===== src/rtl/mem_cycle_pkg.sv =====
package mem_cycle_pkg;
  typedef enum logic [2:0] {
    PH_IDLE, PH_T1, PH_W1, PH_T2, PH_W2, PH_T3, PH_W3, PH_T4
  } phase_e;

  typedef enum logic [1:0] {
    KIND_RD = 2'd0, KIND_WR = 2'd1, KIND_RF = 2'd2, KIND_RF2 = 2'd3
  } kind_e;

  function automatic logic is_refresh(kind_e k);
    return k[1];
  endfunction
endpackage


===== src/rtl/mem_cycle_fsm.sv =====
module mem_cycle_fsm
  import mem_cycle_pkg::*;
#(
  parameter int W1_W = 3,
  parameter int W23_W = 2
) (
  input  logic             clk_i,
  input  logic             rst_ni,
  input  logic             req_i,
  input  logic [W1_W-1:0]  wait_t1_i,
  input  logic [W23_W-1:0] wait_t2_i,
  input  logic [W23_W-1:0] wait_t3_i,
  input  logic             wait_ni,
  output logic             accept_o,
  output phase_e           phase_o
);
  localparam int CNT_W = (W1_W > W23_W) ? W1_W : W23_W;

  phase_e           ph_q, ph_d;
  logic [CNT_W-1:0] cnt_q, cnt_d;
  logic [W23_W-1:0] w2_q, w3_q;

  assign accept_o = req_i && (ph_q == PH_IDLE || ph_q == PH_T4);
  assign phase_o  = ph_q;

  // Leaving a base phase: load programmed waits, or take one wait if pin low.
  function automatic void leave_base(input logic [CNT_W-1:0] prog, input phase_e wph,
                                     input phase_e nph, input logic ext_n,
                                     output phase_e ph, output logic [CNT_W-1:0] cnt);
    if (prog != '0) begin
      ph = wph; cnt = prog - 1'b1;
    end else if (!ext_n) begin
      ph = wph; cnt = '0;
    end else begin
      ph = nph; cnt = '0;
    end
  endfunction

  function automatic void in_wait(input logic [CNT_W-1:0] c, input phase_e wph,
                                  input phase_e nph, input logic ext_n,
                                  output phase_e ph, output logic [CNT_W-1:0] cnt);
    if (c != '0) begin
      ph = wph; cnt = c - 1'b1;
    end else if (!ext_n) begin
      ph = wph; cnt = '0;
    end else begin
      ph = nph; cnt = '0;
    end
  endfunction

  always_comb begin
    ph_d  = ph_q;
    cnt_d = cnt_q;
    unique case (ph_q)
      PH_IDLE: if (req_i) ph_d = PH_T1;
      PH_T1:   leave_base(CNT_W'(wait_t1_q), PH_W1, PH_T2, wait_ni, ph_d, cnt_d);
      PH_W1:   in_wait(cnt_q, PH_W1, PH_T2, wait_ni, ph_d, cnt_d);
      PH_T2:   leave_base(CNT_W'(w2_q), PH_W2, PH_T3, wait_ni, ph_d, cnt_d);
      PH_W2:   in_wait(cnt_q, PH_W2, PH_T3, wait_ni, ph_d, cnt_d);
      PH_T3:   leave_base(CNT_W'(w3_q), PH_W3, PH_T4, wait_ni, ph_d, cnt_d);
      PH_W3:   in_wait(cnt_q, PH_W3, PH_T4, wait_ni, ph_d, cnt_d);
      PH_T4:   ph_d = req_i ? PH_T1 : PH_IDLE;
      default: ph_d = PH_IDLE;
    endcase
  end

  logic [W1_W-1:0] wait_t1_q;

  always_ff @(posedge clk_i or negedge rst_ni) begin
    if (!rst_ni) begin
      ph_q      <= PH_IDLE;
      cnt_q     <= '0;
      wait_t1_q <= '0;
      w2_q      <= '0;
      w3_q      <= '0;
    end else begin
      ph_q  <= ph_d;
      cnt_q <= cnt_d;
      if (accept_o) begin
        wait_t1_q <= wait_t1_i;
        w2_q      <= wait_t2_i;
        w3_q      <= wait_t3_i;
      end
    end
  end

  assert_accept_t1_R2: assert property (@(posedge clk_i) disable iff (!rst_ni)
    accept_o |=> (ph_q == PH_T1));

  assert_wait_hold_R7: assert property (@(posedge clk_i) disable iff (!rst_ni)
    ((ph_q == PH_W1 || ph_q == PH_W2 || ph_q == PH_W3) && cnt_q != '0) |=> $stable(ph_q));

  assert_ext_hold_R8: assert property (@(posedge clk_i) disable iff (!rst_ni)
    ((ph_q == PH_W1 || ph_q == PH_W2 || ph_q == PH_W3) && !wait_ni) |=> $stable(ph_q));

  assert_t4_single_R3: assert property (@(posedge clk_i) disable iff (!rst_ni)
    (ph_q == PH_T4) |=> (ph_q == PH_T1 || ph_q == PH_IDLE));
endmodule


===== src/rtl/mem_cycle_dpath.sv =====
module mem_cycle_dpath
  import mem_cycle_pkg::*;
#(
  parameter int ADDR_W = 24,
  parameter int DATA_W = 16
) (
  input  logic              clk_i,
  input  logic              rst_ni,
  input  logic              accept_i,
  input  phase_e            phase_i,
  input  logic [1:0]        req_kind_i,
  input  logic [ADDR_W-1:0] req_addr_i,
  input  logic [DATA_W-1:0] req_wdata_i,
  input  logic [DATA_W-1:0] rdata_i,
  output kind_e             kind_o,
  output logic [ADDR_W-1:0] addr_o,
  output logic [DATA_W-1:0] wdata_o,
  output logic [DATA_W-1:0] rdata_o
);
  kind_e             kind_q;
  logic [ADDR_W-1:0] addr_q;
  logic [DATA_W-1:0] wdata_q, rdata_q;

  always_ff @(posedge clk_i or negedge rst_ni) begin
    if (!rst_ni) begin
      kind_q  <= KIND_RD;
      addr_q  <= '0;
      wdata_q <= '0;
      rdata_q <= '0;
    end else begin
      if (accept_i) begin
        kind_q  <= kind_e'(req_kind_i);
        addr_q  <= req_addr_i;
        wdata_q <= req_wdata_i;
      end
      // capture on the edge that closes T4
      if (phase_i == PH_T4 && kind_q == KIND_RD) rdata_q <= rdata_i;
    end
  end

  assign kind_o  = kind_q;
  assign addr_o  = is_refresh(kind_q) ? '0 : addr_q;
  assign wdata_o = wdata_q;
  assign rdata_o = rdata_q;

  assert_addr_stable_R11: assert property (@(posedge clk_i) disable iff (!rst_ni)
    (phase_i != PH_IDLE && phase_i != PH_T1 && !is_refresh(kind_q)) |-> $stable(addr_o));

  assert_rdata_kept_R9: assert property (@(posedge clk_i) disable iff (!rst_ni)
    (kind_q != KIND_RD) |=> $stable(rdata_o));
endmodule


===== src/rtl/mem_cycle_strobe.sv =====
module mem_cycle_strobe
  import mem_cycle_pkg::*;
(
  input  logic   clk_i,
  input  logic   rst_ni,
  input  phase_e phase_i,
  input  kind_e  kind_i,
  output logic   mrd_no,
  output logic   mwr_no,
  output logic   rfsh_no,
  output logic   data_oe_o,
  output logic   done_o
);
  logic past_t1;
  logic busy;

  assign busy    = (phase_i != PH_IDLE);
  assign past_t1 = busy && (phase_i != PH_T1);

  assign mrd_no    = !(past_t1 && kind_i == KIND_RD);
  assign mwr_no    = !(past_t1 && kind_i == KIND_WR);
  assign rfsh_no   = !(past_t1 && is_refresh(kind_i));
  assign data_oe_o = busy && kind_i == KIND_WR;
  assign done_o    = (phase_i == PH_T4);

  assert_strobe_excl_R6: assert property (@(posedge clk_i) disable iff (!rst_ni)
    $onehot0({!mrd_no, !mwr_no, !rfsh_no}));

  assert_strobe_after_t1_R4: assert property (@(posedge clk_i) disable iff (!rst_ni)
    ($fell(mrd_no) || $fell(mwr_no) || $fell(rfsh_no)) |-> $past(phase_i == PH_T1));

  assert_done_strobe_R3: assert property (@(posedge clk_i) disable iff (!rst_ni)
    done_o |-> !(mrd_no && mwr_no && rfsh_no));
endmodule


===== src/rtl/mem_cycle_seq.sv =====
module mem_cycle_seq
  import mem_cycle_pkg::*;
#(
  parameter int ADDR_W = 24,
  parameter int DATA_W = 16,
  parameter int W1_W   = 3,
  parameter int W23_W  = 2
) (
  input  logic              clk_i,
  input  logic              rst_ni,
  input  logic              req_i,
  input  logic [1:0]        req_kind_i,
  input  logic [ADDR_W-1:0] req_addr_i,
  input  logic [DATA_W-1:0] req_wdata_i,
  input  logic [W1_W-1:0]   wait_t1_i,
  input  logic [W23_W-1:0]  wait_t2_i,
  input  logic [W23_W-1:0]  wait_t3_i,
  input  logic              wait_ni,
  input  logic [DATA_W-1:0] rdata_i,
  output logic              accept_o,
  output logic              done_o,
  output logic [ADDR_W-1:0] addr_o,
  output logic [DATA_W-1:0] wdata_o,
  output logic              data_oe_o,
  output logic [DATA_W-1:0] rdata_o,
  output logic              mrd_no,
  output logic              mwr_no,
  output logic              rfsh_no
);
  phase_e phase;
  kind_e  kind;

  mem_cycle_fsm #(.W1_W(W1_W), .W23_W(W23_W)) u_fsm (
    .clk_i, .rst_ni, .req_i,
    .wait_t1_i, .wait_t2_i, .wait_t3_i, .wait_ni,
    .accept_o, .phase_o(phase)
  );

  mem_cycle_dpath #(.ADDR_W(ADDR_W), .DATA_W(DATA_W)) u_dpath (
    .clk_i, .rst_ni, .accept_i(accept_o), .phase_i(phase),
    .req_kind_i, .req_addr_i, .req_wdata_i, .rdata_i,
    .kind_o(kind), .addr_o, .wdata_o, .rdata_o
  );

  mem_cycle_strobe u_strobe (
    .clk_i, .rst_ni, .phase_i(phase), .kind_i(kind),
    .mrd_no, .mwr_no, .rfsh_no, .data_oe_o, .done_o
  );
endmodule


===== config.mk =====
export PLATFORM = sky130hd
export DESIGN_NAME = mem_cycle_seq
export DESIGN_NICKNAME = d
export VERILOG_FILES = /design/src/rtl/mem_cycle_pkg.sv /design/src/rtl/mem_cycle_fsm.sv /design/src/rtl/mem_cycle_dpath.sv /design/src/rtl/mem_cycle_strobe.sv /design/src/rtl/mem_cycle_seq.sv
export SDC_FILE = /design/constraint.sdc
export NUM_CORES = 1
export LEC_CHECK = 0
export BUFFER_PORTS_ARGS = -buffer_cell sky130_fd_sc_hd__buf_4
export CORE_ASPECT_RATIO = 1.4
export CORE_MARGIN = 2
export CORE_UTILIZATION = 50
export DETAILED_ROUTE_END_ITERATION = 10
export GPL_ROUTABILITY_DRIVEN = 0
export PLACE_DENSITY = 0.82
export SKIP_CTS_REPAIR_TIMING = 1
export SYNTH_ARGS = -nofsm -noshare
export SYNTH_HDL_FRONTEND = slang
export SYNTH_SLANG_ARGS = --single-unit

===== constraint.sdc =====
create_clock -name clk_i -period 2.6 [get_ports clk_i]
set_clock_uncertainty 0.05 [all_clocks]
set_input_delay 0.13 -clock clk_i [delete_from_list [all_inputs] [get_ports clk_i]]
set_output_delay 0.13 -clock clk_i [all_outputs]
set_load 0.05 [all_outputs]

# Word-level counts from Yosys, hierarchy flattened
# Cells that the tools add are included.
totals:
  regBits: 71
  latchBits: 0
  ram_bits: 0
  romBits: 0
  in_bits: 69
  out_inout_bits: 62
  elab_cells: 61
  memories: 0
op_classes:
  addsub: 4
  mul: 0
  div: 0
  n_lt_le_gt_ge: 0
  eq_ne: 10
  shifts: 0
  muxes: 18
  bitwise_logic: 0
  reduce_logical: 20
op_table:
  columns: ["cell", "n"]
  rows:
  - ["two-way mux 3 bit", 11]
  - ["two-way mux 24 bit", 1]
  - ["case mux 3 bit (8 select lines)", 1]
  - ["equality test 3 bit, second input constant", 4]
  - ["case mux 3 bit (4 select lines)", 1]
  - ["nonzero test 3 bit", 3]
  - ["logical AND 1 bit", 7]
  - ["equality test 3 x 2 -> 1 bit, second input constant", 2]
  - ["subtractor 2 x 1 -> 3 bit, second input constant", 2]
  - ["subtractor 3 x 1 -> 3 bit, second input constant", 2]
  - ["two-way mux 1 bit", 4]
  - ["nonzero test 2 bit", 2]
  - ["nonzero test 4 bit", 1]
  - ["equality test 3 x 1 -> 1 bit, second input constant", 1]
  - ["logical NOT 1 bit", 3]
  - ["logical NOT 3 bit", 1]
  - ["inequality test 3 x 1 -> 1 bit, second input constant", 1]
  - ["OR reduction 3 bit", 1]
  - ["equality test 2 x 1 -> 1 bit, second input constant", 1]
  - ["logical NOT 2 bit", 1]
  - ["inequality test 2 bit, second input constant", 1]
  - ["logical OR 1 bit", 1]

# Logic depth before layout (Yosys ltp)
logic_depth:
  depth_word: 4
  depth_mapped: 6
  mapped_depth_nobuf: 5

# By module
# A second synthesis with hierarchy kept.
unflattened:
  cells_unflattened: 228
  hier_area_um2: 3199.3
modules_own_cells:
  columns: ["mod", "instances", "cells_per_inst", "area_each_um2"]
  rows:
  - ["mem_cycle_dpath", 1, 150, 2384.8]
  - ["mem_cycle_fsm", 1, 71, 770.7]
  - ["mem_cycle_strobe", 1, 7, 43.8]

# Worst setup path after synthesis
# OpenSTA, ideal clock, no wires.
synth_timing:
  path_type: "register -> output"
  startpoint: "register u_dpath.kind_q[1] (netlist: u_dpath.kind_o[1])"
  endpoint: "output port data_oe_o"
  t_arrival_ns: 1.938
  required_ns: 2.420
  slack_ns: 0.482
  stages_incl_launch_ff: 4
  path_buffers: 2
  cell_sequence: "dfrtp_1 clkbuf_1 clkbuf_1 nor3b_1"
synth_via:
  elab_chain_len: 2
synth_lines:
  columns: ["element", "line_no", "source"]
  rows:
  - ["start: declaration", "mem_cycle_dpath.sv:20", "kind_e kind_q;"]
  - ["start signal: assignment", "mem_cycle_dpath.sv:32", "kind_q <= kind_e'(req_kind_i);"]
  - ["equality test 2 x 1 -> 1 bit", "mem_cycle_strobe.sv:23", "assign data_oe_o = busy && kind_i == KIND_WR;"]
  - ["logical AND 1 bit", "mem_cycle_strobe.sv:23", null]
  - ["end: declaration", "mem_cycle_seq.sv:24", "output logic data_oe_o,"]
# Every way passes these cells.

# Worst setup path in the final report
layout_timing:
  startpoint: "register u_fsm.ph_q[0] (netlist: u_fsm.phase_o[0])"
  endpoint: "output port accept_o"
layout_via:
  elab_chain_len: 3
  word_cells_on_any_way: 4
layout_lines:
  columns: ["element", "line_no", "source"]
  rows:
  - ["start: declaration", "mem_cycle_fsm.sv:19", "phase_e ph_q, ph_d;"]
  - ["start signal: assignment", "mem_cycle_fsm.sv:77", "ph_q <= ph_d;"]
  - ["equality test 3 bit or logical NOT 3 bit (tied branches)", "mem_cycle_fsm.sv:23", "assign accept_o = req_i && (ph_q == PH_IDLE || ph_q == PH_T4);"]
  - ["logical OR 1 bit (*)", "mem_cycle_fsm.sv:23", null]
  - ["logical AND 1 bit (*)", "mem_cycle_fsm.sv:23", null]
  - ["end: declaration", "mem_cycle_seq.sv:20", "output logic accept_o,"]
# Mark *: on every way between the ends. The rest lies on a longest branch, timed or not.

==> impl_metrics.csv <==
group,metric,value,unit
run_status,status,"completed",
worst_setup_path,max_stage_delay,0.67,ns
die,fp.coreArea,6130,um2
finish,fin_nets,497,
clocking,cts_buffers,9,
worst_setup_path,critPathMaxFanout,39,
die,dieHeight,97.2,um
worst_hold_path,hold_start,"wait_ni",
worst_setup_path,crit_family,"flip-flops",
detailed_routing,avgRoutedWirePerCell,16.6,um
detailed_routing,vias,2547,
clocking,htreeDepth,3,
worst_setup_path,crit_chain,"and3_1 > o21ai_4 > buf_12 > inv_1 > buf_4",
worst_hold_path,min_to,"u_fsm.phase_o[0]",
synthesis,yosysUniqueCellTypes,36,
power,peakVddDrop,0.999,mV
worst_setup_path,timing.rr.start,"u_fsm.phase_o[0]",
detailed_routing,dr.pass1.iters,4,
timing,tns,0,ns
synthesis,postSynthAreaPerCell,13.4,um2
die,fp.dieW,70.6,um
timing,setup_viol,0,
synthesis,synthCells,232,
power,p_total,7280,uW
timing,max-slew-margin-rel,42.4,%
worst_hold_path,whs_path_depth,3,
die,dieArea,6860,um2
die,row_count,34,
worst_setup_path,crit_buf_inv,3,
finish,n_antenna_cell,0,
timing,finalCriticalPeriod,2.19,ns
synthesis,syn_area,3100,um2
worst_setup_path,crit_slowest_cell,"dfrtp_1",
worst_setup_path,required,2.42,ns
global_route,grt_overflow,0,
global_route,track_usage,20.6,%
clocking,clock_path_buffers,2,
clocking,cts_root_buf,"clkbuf_8",
clocking,insertion_delay,0.34,ns
timing,rsz0062_at_grt,"no",
finish,fin_cells,505,
worst_setup_path,criticalPathCategory,"reg2out",
clocking,clk_pin_slew,0.07,ns
global_route,grt_max_degree,72,
synthesis,synth-seq-cells,71,
worst_setup_path,r2r_slack,0.65,ns
worst_setup_path,start_kind,"register",
clocking,cts_tree,"yes",
placement,io_buffers,130,
detailed_routing,drtAntennaViolNets,0,
finish,drive_above_1_share,49.7,%
die,start_util,50.7,%
placement,dp_hpwl,4870,um
timing,fmax,456,MHz
worst_setup_path,rr_worst_depth,4,
worst_setup_path,r2r_end,"u_dpath.addr_q[18]",
placement,dpl_worst_slack,0.693,ns
timing,worst_slew_pin_slew,0.865,ns
power,leakagePower,0.00234,uW
clocking,clock-sinks,71,
timing,fin_ws,0.407,ns
detailed_routing,drt-total-wl,8360,um
synthesis,ys_seq_area_share,57.2,%
die,ios,131,
finish,final_common_cell,"buf_4",
synthesis,syn_nets,301,
synthesis,yosysWarnings,0,
detailed_routing,vias_per_cell,5.04,
global_route,antenna_found_initial,0,
global_route,grt_pass1_vias,2369,
timing,slew_viol_final,0,
placement,dp_cells,423,
detailed_routing,drt_iter0_markers,146,
worst_setup_path,cp-end-kind,"output port",
timing,hold_viol,0,
worst_hold_path,hold_class,"in2reg",
timing,period_share,84.3,%
finish,synthToLayoutAreaGrowth,60.6,%
power,powerDensity,1460,nW/um2
job,cap_violations,0,
worst_setup_path,worstPathArrival,2.01,ns
finish,mostFrequentLayoutCells,"buf_4 (132), dfrtp_1 (71), dlygate4sd3_1 (66)",
global_route,grt_pass1_wl,11100,um
worst_setup_path,startpoint,"u_fsm.phase_o[0]",
detailed_routing,drc,0,
==> per-stage QoR <==
step,hold slack (ns),area [um2],util (%)
CTS,-0.112,4330,70.6
global placement,0.256,4100,67.0
detailed placement,0.254,4100,67.0
global route,0.0725,4990,81.4
finish,0.0288,4990,81.4
floorplan,-0.216,3100,-
==> area by class of cell <==
| cell class | instances | area (um2) |
|---|---|---|
| flip-flops and latches | 71 | 1780 |
| repair buffers | 199 | 1670 |
| multi-input cells | 144 | 1210 |
| fillers | 331 | 1140 |
| clock buffers | 13 | 159 |
| well taps | 72 | 90.1 |
| clock inverters | 3 | 65.1 |
| inverters | 3 | 11.3 |
==> worst max path at each step <==
stage,depth (start not counted),end,slack [ns]
after floorplan,3,data_oe_o,0.48
after global placement,4,u_dpath.wdata_o[5],0.72
after detailed placement,4,u_dpath.wdata_o[3],0.69
after CTS,5,accept_o,0.42
after global routing,5,accept_o,0.30
final,5,accept_o,0.41
==> worst register-to-register path, cell delays in order, from the launching register on <==
cell and delay (ns):
dfrtp_1 0.57, and3_1 0.36, o21ai_4 0.21, buf_12 0.24, mux2_2 0.40
==> routing by layer <==
metal | global-route usage [%] | wire (um)
met4 | 9.58 | 239
met2 | 33.8 | 4560
met3 | 6.95 | 528
met5 | 0 | 0
met1 | 24.4 | 3030
==> state kept, by name, indices dropped and copies added (netlist names), 3 cells and up <==
register	count
u_fsm.cnt_q	3
u_fsm.wait_t1_q	3
u_dpath.wdata_o	16
u_dpath.addr_q	24
u_dpath.rdata_o	16
u_fsm.phase_o	3
==> cell families (layout without fill, tap and decap cells) <==
| logic type | Yosys count | in the layout | share of synthesized area, % |
|---|---|---|---|
| AOI/OAI and AO/OA | 21 | 21 | 4.88 |
| xor gates and xnor gates | 2 | 2 | 0.564 |
| DFF | 71 | 71 | 57.2 |
| muxes | 65 | 65 | 23.6 |
| and+or+nand+nor | 56 | 56 | 10.0 |
| buffers and inverters | 17 | 218 | 3.71 |
==> cell usage after synthesis, drive strengths merged <==
master | count | area, um2
o21ai | 7 | 46.3
nand3 | 3 | 15.0
o2111a | 1 | 11.3
and3 | 1 | 6.26
xor2 | 1 | 8.76
o311ai | 1 | 8.76
or2 | 1 | 6.26
a22o | 1 | 8.76
a21oi | 4 | 20.0
o2bb2ai | 1 | 8.76
buf | 9 | 85.1
inv | 3 | 11.3
or3 | 1 | 6.26
nand3b | 1 | 7.51
o31a | 1 | 8.76
dfrtp | 71 | 1780
nand4 | 1 | 6.26
o22ai | 1 | 6.26
a221oi | 1 | 8.76
a21o | 1 | 7.51
nand2b | 2 | 12.5
o32ai | 1 | 8.76
nand2 | 7 | 28.8
xnor2 | 1 | 8.76
mux2 | 65 | 732
nor3b | 1 | 7.51
clkbuf | 5 | 18.8
nor2 | 12 | 52.6
nor2b | 25 | 156
nor4 | 1 | 6.26
a211oi | 1 | 7.51
==> power breakdown <==
group	internal, uW	leakage [uW]	switching, uW	total, uW
sequential	1680	0.000840	420	2100
combinational	1570	0.00139	2630	4200
clock	593	0.000114	394	986
Power figures use the tool's default switching activity.
